`config.mk`:
```
export PLATFORM = sky130hd
export DESIGN_NAME = period_clock_gate
export DESIGN_NICKNAME = d
export VERILOG_FILES = /design/src/rtl/period_clock_gate.sv
export SDC_FILE = /design/constraint.sdc
export NUM_CORES = 1
export LEC_CHECK = 0
export ABC_AREA = 1
export ABC_CLOCK_PERIOD_IN_PS = 1420
export CAP_MARGIN = 10
export CORE_AREA = 5 5 42 44
export CTS_CLUSTER_DIAMETER = 60
export CTS_CLUSTER_SIZE = 24
export DETAILED_ROUTE_END_ITERATION = 7
export DIE_AREA = 0 0 47 49
export GPL_ROUTABILITY_DRIVEN = 0
export GPL_TIMING_DRIVEN = 0
export HOLD_SLACK_MARGIN = 0.1
export PLACE_DENSITY_LB_ADDON = 0.08
export SLEW_MARGIN = 40
export SYNTH_ARGS = -nofsm -noshare
export SYNTH_HDL_FRONTEND = slang
export SYNTH_SLANG_ARGS = --single-unit
```
`constraint.sdc`:
```
create_clock -name sys_clk -period 1.42 [get_ports sys_clk]
set_input_delay 0.284 -clock sys_clk [delete_from_list [all_inputs] [get_ports sys_clk]]
set_output_delay 0.284 -clock sys_clk [all_outputs]
set_load 0.01 [all_outputs]
```
`src/rtl/period_clock_gate.sv`:
```
module period_clock_gate #(
  parameter int SYNC_STAGES = 2
) (
  input  logic sys_clk,
  input  logic rst_n,
  input  logic clk_in,
  input  logic gate_en,
  output logic clk_out
);
  localparam int TOP = SYNC_STAGES - 1;

  logic [TOP:0] clk_pipe, en_pipe;
  logic clk_s, en_s, clk_d, rise;
  logic armed, seen_hi, seen_lo, gate_on, gate_nxt, out_q;

  assign clk_s = clk_pipe[TOP];
  assign en_s  = en_pipe[TOP];
  assign rise  = clk_s & ~clk_d;
  assign clk_out = out_q;

  always_ff @(posedge sys_clk or negedge rst_n)
    if (!rst_n) begin
      clk_pipe <= '0;
      en_pipe  <= '0;
      clk_d    <= 1'b0;
    end else begin
      clk_pipe <= {clk_pipe[TOP-1:0], clk_in};
      en_pipe  <= {en_pipe[TOP-1:0], gate_en};
      clk_d    <= clk_s;
    end

  always_comb
    case ({seen_hi, seen_lo})
      2'b11:   gate_nxt = ~gate_on;
      2'b10:   gate_nxt = 1'b1;
      2'b01:   gate_nxt = 1'b0;
      default: gate_nxt = gate_on;
    endcase

  always_ff @(posedge sys_clk or negedge rst_n)
    if (!rst_n) begin
      armed   <= 1'b0;
      seen_hi <= 1'b0;
      seen_lo <= 1'b0;
      gate_on <= 1'b0;
      out_q   <= 1'b1;
    end else begin
      if (rise) begin
        armed   <= 1'b1;
        seen_hi <= en_s;
        seen_lo <= ~en_s;
        if (armed) gate_on <= gate_nxt;
      end else begin
        seen_hi <= seen_hi | en_s;
        seen_lo <= seen_lo | ~en_s;
      end
      out_q <= gate_on ? clk_s : 1'b1;
    end
endmodule

```
# ---- After elaboration in Yosys (flattened, before gate mapping)
# Index checks and enable logic that the tools add are counted.
dict set report word_totals {
  ff_bits 10
  latch_bits 0
  ram_bits 0
  romBits 0
  out_inout_bits 1
  wordCells 23
  memories 0
}
dict set report classes {
  add_sub_neg 0
  multipliers 0
  n_div 0
  n_lt_le_gt_ge 0
  n_eq_ne 3
  shift 0
  muxes 4
  n_bitwise 6
  reduce_logical 2
}
# cell count
set ops {}
lappend ops {{2-bit == test (second input constant)} 2}
lappend ops {{1-bit 2-to-1 mux} 3}
lappend ops {{1-bit inverter} 3}
lappend ops {{1-bit case mux with 3 select lines} 1}
lappend ops {{3-bit AND reduction} 1}
lappend ops {{3-bit nonzero test} 1}
lappend ops {{2-bit by 1-bit == test with 1-bit output (second input constant)} 1}
lappend ops {{1-bit OR} 2}
lappend ops {{1-bit bitwise AND} 1}

# ---- Logic depth before layout (Yosys ltp)
dict set report logic_depth {
  ltp_word 3
  mapped_depth 7
  depth_no_buf 7
}

# ---- Worst setup path before layout
# OpenSTA, ideal clock, no wires.
dict set report synth_timing {
  path_kind {reg-to-reg}
  start {reg seen_hi}
  end {reg gate_on}
  setup_time_ps 116
  t_arrival_ps 878
  slack_ps 426
  stages_incl_launch_ff 7
  path_buffers 0
  synth_period_minus_slack_ps 994
  path_cell_list {dfrtp_1 > inv_1 > ha_1 > nand2_1 > o21ai_0 > nand2_1 > nand2_1}
}
dict set report synth_via {
  elab_chain_cells 3
  elab_cells_between_ends 6
  classes_between {eq/ne (3); mux (1); reduce/logical (2)}
}
# element line_no
set synth_rtl {}
lappend synth_rtl {{start: declaration} 14} ;# logic armed, seen_hi, seen_lo, gate_on, gate_nxt, out_q;
lappend synth_rtl {{start signal: assignment} 50} ;# seen_hi <= en_s;
lappend synth_rtl {{start signal: assignment} 54} ;# seen_hi <= seen_hi | en_s;
lappend synth_rtl {{2-bit by 1-bit == test with 1-bit output or 2-bit == test (tied branches)} 33} ;# case ({seen_hi, seen_lo})
lappend synth_rtl {{3-bit nonzero test (no source line)} -}
lappend synth_rtl {{3-bit AND reduction (no source line)} -}
lappend synth_rtl {{end signal: assignment} 52} ;# if (armed) gate_on <= gate_nxt;
lappend synth_rtl {{end: declaration} 14}
# Several ways; a longest one is shown, not always the timed one.
# A chain may end at the register's enable or synchronous reset.

# ---- Worst setup path in the final report
dict set report layout_timing {
  start {reg out_q (netlist: clk_out)}
  end {out clk_out}
}
# element line_no
set layout_rtl {}
lappend layout_rtl {{start: declaration} 14}
lappend layout_rtl {{start signal: assignment} 57} ;# out_q <= gate_on ? clk_s : 1'b1;
lappend layout_rtl {{end: declaration} 8} ;# output logic clk_out
# No word-level cell between the ends.

==> summary.md <==
In this run the tightest slew margin relative to its limit is 72.1%. The flow ran to the end, and the final reports show no timing, DRC or antenna violations. The worst setup path is of the reg2out kind.

The critical path buffer and inverter count was 1. For the global-route track usage on met1, the log shows 6.15%. Across all setup checks in the final design, the least slack found is 115 ps.

Following the worst setup path forward leads to its endpoint at clk_out. The final cycle utilization of the critical path is 91.9%, and the number of remaining DRC errors is 0. The cell type with the highest aggregate area in the netlist was sky130_fd_sc_hd__dfrtp_1.

STA classifies the critical path startpoint as a register. Hold-fix buffer count after cts: 0. After clock tree synthesis, the clock-pin slew on the worst setup and hold paths is 60 ps.

Summed over all nets, the switching power comes to 124 uW. Cell internal power was estimated by the tool at 490 uW. The average vias per placed instance works out to 3.86.

Element type at the critical path end: a primary output. The type of the worst min-delay path is in2async. The number of cell rows is 14. The number of diodes is 0, and the width of the die is 47 um. For this design the ratio of total power to cell area is 1340 nW/um2. The run gives 0 as the number of antenna violations at the first check in global routing. For the pin with the worst max-slew slack, the measured transition is 417 ps. The finished layout holds 57 standard cells, fillers aside. The number of routed nets with antenna violations is 0.

The critical-path maximum fanout works out to 1. The Yosys warning count was 0. Summing every instance area after synthesis gives 364 um2. Of the post-synthesis cell area, the dominant cell type holds 61.9%. VDD sags by at most 479 uV. The run gives 0.000235 uW as the leakage component of the power.

Tracing the worst setup path back leads to its startpoint at clk_out$_DFF_PN1_. Setup repair after global routing left no endpoint under its margin. The tools report the required time reported for the critical path endpoint as 1140 ps. The detailed router placed 220 vias in this run. Sorting the synthesized cells by area gives the leading types as sky130_fd_sc_hd__dfrtp_1 (62%), sky130_fd_sc_hd__nand2_1 (9.3%), sky130_fd_sc_hd__dfstp_2 (7.2%). The routed wire length per instance was 8.49 um; the number of levels in the clock H-tree was 1.

The total of cells resized after clock tree synthesis was 1. 5 I/O pins were placed. Via count of the first global-routing pass: 227. Most heavily used metal layer in global routing: met2. The first global-routing pass estimated 890 um of wire. The share of total power dissipated in sequential elements is 52.4%. The total non-filler cell area in the finished layout is 459 um2, and the area of the core is 1400 um2. The data arrival time of the critical path was 1020 ps; the count of maximum capacitance violations was 0.

The initial utilization of the core area, before any placement, comes to 26.0%. In this run, synthesis produced a sequential element count of 10. For the final hold violation count, the log shows 0. The synthesized instance count is 33, and the placed cell area is 424 um2.

The instance count on the critical path is 1, and the maximum number of pins on one net before global-route repair is 11. Compared with the post-synthesis result, the final layout area differs by 26.1%. Of the cells placed in the final design, the portion with a size suffix greater than 1 is 14.6%.

For the worst-skew pair, the clock arrives at the later sink with an insertion delay of 260 ps. In this run the critical register-to-register path is launched from seen_hi$_DFF_PN0_. Synthesized area divided by synthesized cell count: 11.0 um2. In this run the tool buffered the top-level ports with 4 buffer cells.

Once the clock tree was built, the setup fixing pass inserted 0 buffers. Summed over all layers, the routed wires come to 484 um. The maximum cell stage delay along the critical path is 510 ps, and the clock skew is 3.76 ps. For met2 alone, demand over resource in global routing was 7.69%. Before CTS, the worst setup slack after placement is 115 ps.

The instance count after placement with tap cells included was 53; the number of detailed-routing iterations run before antenna repair was 4. After the last flow step, the layout net total stands at 48. The run gives 8.1% as the combinational group share of total power.

Detailed placement ended at an HPWL of 369 um. Counting along the longest clock path gives a buffer depth of 2. Measured along the y axis, the die boundary spans 49 um.

Counting every net in the synthesized netlist gives 39. Setup violations remaining at the end of the flow were counted as 0. The clock network is responsible for 39.5% of the overall power. Walking the worst path, the cells encountered are dlygate4sd2_1.

Global routing used 2.21% of the available met3 tracks. The overall fraction of global-route tracks in use was 5.63%; the total clock sinks was 10. Clock tree synthesis selected as its root buffer the cell sky130_fd_sc_hd__clkbuf_4. End-of-flow core utilization: 32.8%. For this block, the initial DRC count from the detailed router was 6. TritonCTS built the clock tree. Clock tree synthesis inserted a total of 3 buffers. The count of unique library cells instantiated by Yosys was 9. The fill cell total of the finished layout was 153; the aggregate negative setup slack was 0 ps. The clock period could shrink to 1310 ps. The run gives 380 ps as the worst-case register-to-register setup slack.

Measured in cells, the most critical reg-to-reg path has a length of 6. The logs give 69.1% for the portion of the post-synthesis area used by sequential elements and 0 for the total global routing overflow. The slowest stage of the critical path is the sky130_fd_sc_hd__dfstp_2 cell. The max-slew violation count is 0, and the net switching fraction of the power is 20.3%.

The tools report the highest clock frequency the design can meet as 766 MHz. The endpoint identified for the worst register-to-register timing path is gate_on$_DFFE_PN0P_. The floorplan step defined a die boundary enclosing 2300 um2. Dominant delay contributor by cell family on the critical path: flip-flops.
## power groups by stage
stage                     Combinational [uW]  Sequential, uW  Clock [uW]
after detailed placement                54.4             327           0
after floorplan                         25.5             327           0
after global placement                  54.3             326           0
after global routing                    60.0             323         265
final                                   49.8             321         243
after CTS                               51.6             322         256
## flip-flops by register name, summed over array words and instances, names as in the netlist
register and flops:
armed 1, seen_hi 1, clk_out 1, en_pipe 2, seen_lo 1, clk_d 1
clk_pipe 2, gate_on 1
## cell families after synthesis
group                      Yosys count  share of synthesized area (%)
AOI/OAI and AO/OA                    3                           4.81
adders and majority gates            2                           6.87
buffers and inverters                6                           6.19
DFF                                 10                           69.1
and+or+nand+nor                     12                           13.1
## cells in the final DEF, fill, tap and decap left out, drive strengths merged
cell,Yosys,routed
clkbuf,0,4
o21ai,2,2
nand2,9,9
dlygate4sd2,0,1
nor2,3,3
clkdlybuf4s50,0,3
inv,6,6
dfrtp,9,9
o21bai,1,1
dfstp,1,1
ha,2,2
## layout make-up
cell class / instances / area (um2) / area share [%]
multi-input cells: 17 / 90.1 / 19.6
flip-flops and latches: 10 / 251 / 54.8
repair buffers: 4 / 38.8 / 8.45
inverters: 6 / 22.5 / 4.90
well taps: 16 / 20.0 / 4.36
clock buffers: 4 / 36.3 / 7.90
## synth_stat cells (all sizes together)
library cell,instances
o21bai,1
dfrtp,9
nand2,9
ha,2
o21ai,2
inv,6
dfstp,1
nor2,3
## layer usage
| layer | up-vias | wire (um) |
|---|---|---|
| li1 | 117 | - |
| met3 | 2 | 25 |
| met5 | - | 0 |
| met1 | 98 | 212 |
| met4 | 0 | 5 |
| met2 | 3 | 241 |
## worst min-delay path by stage
stage	start	endpoint	slack (ps)	depth (start not counted)
2_1_floorplan	rst_n	armed$_DFFE_PN0P_	-10	0
5_1_grt	rst_n	armed$_DFFE_PN0P_	370	1
3_3_place_gp	en_pipe[0]$_DFF_PN0_	en_pipe[1]$_DFF_PN0_	340	0
3_5_place_dp	clk_pipe[0]$_DFF_PN0_	clk_pipe[1]$_DFF_PN0_	340	0
6_report	rst_n	gate_on$_DFFE_PN0P_	330	1
4_1_cts	rst_n	clk_d$_DFF_PN0_	340	1
## metrics by stage
step / power, uW / hold slack [ps]
5_1_grt: 648 / 374
6_report: 614 / 326
3_5_place_dp: 381 / 337
3_3_place_gp: 381 / 340
4_1_cts: 630 / 336
2_1_floorplan: 352 / -11.6
Note: power is estimated with default switching activity, not from simulation.
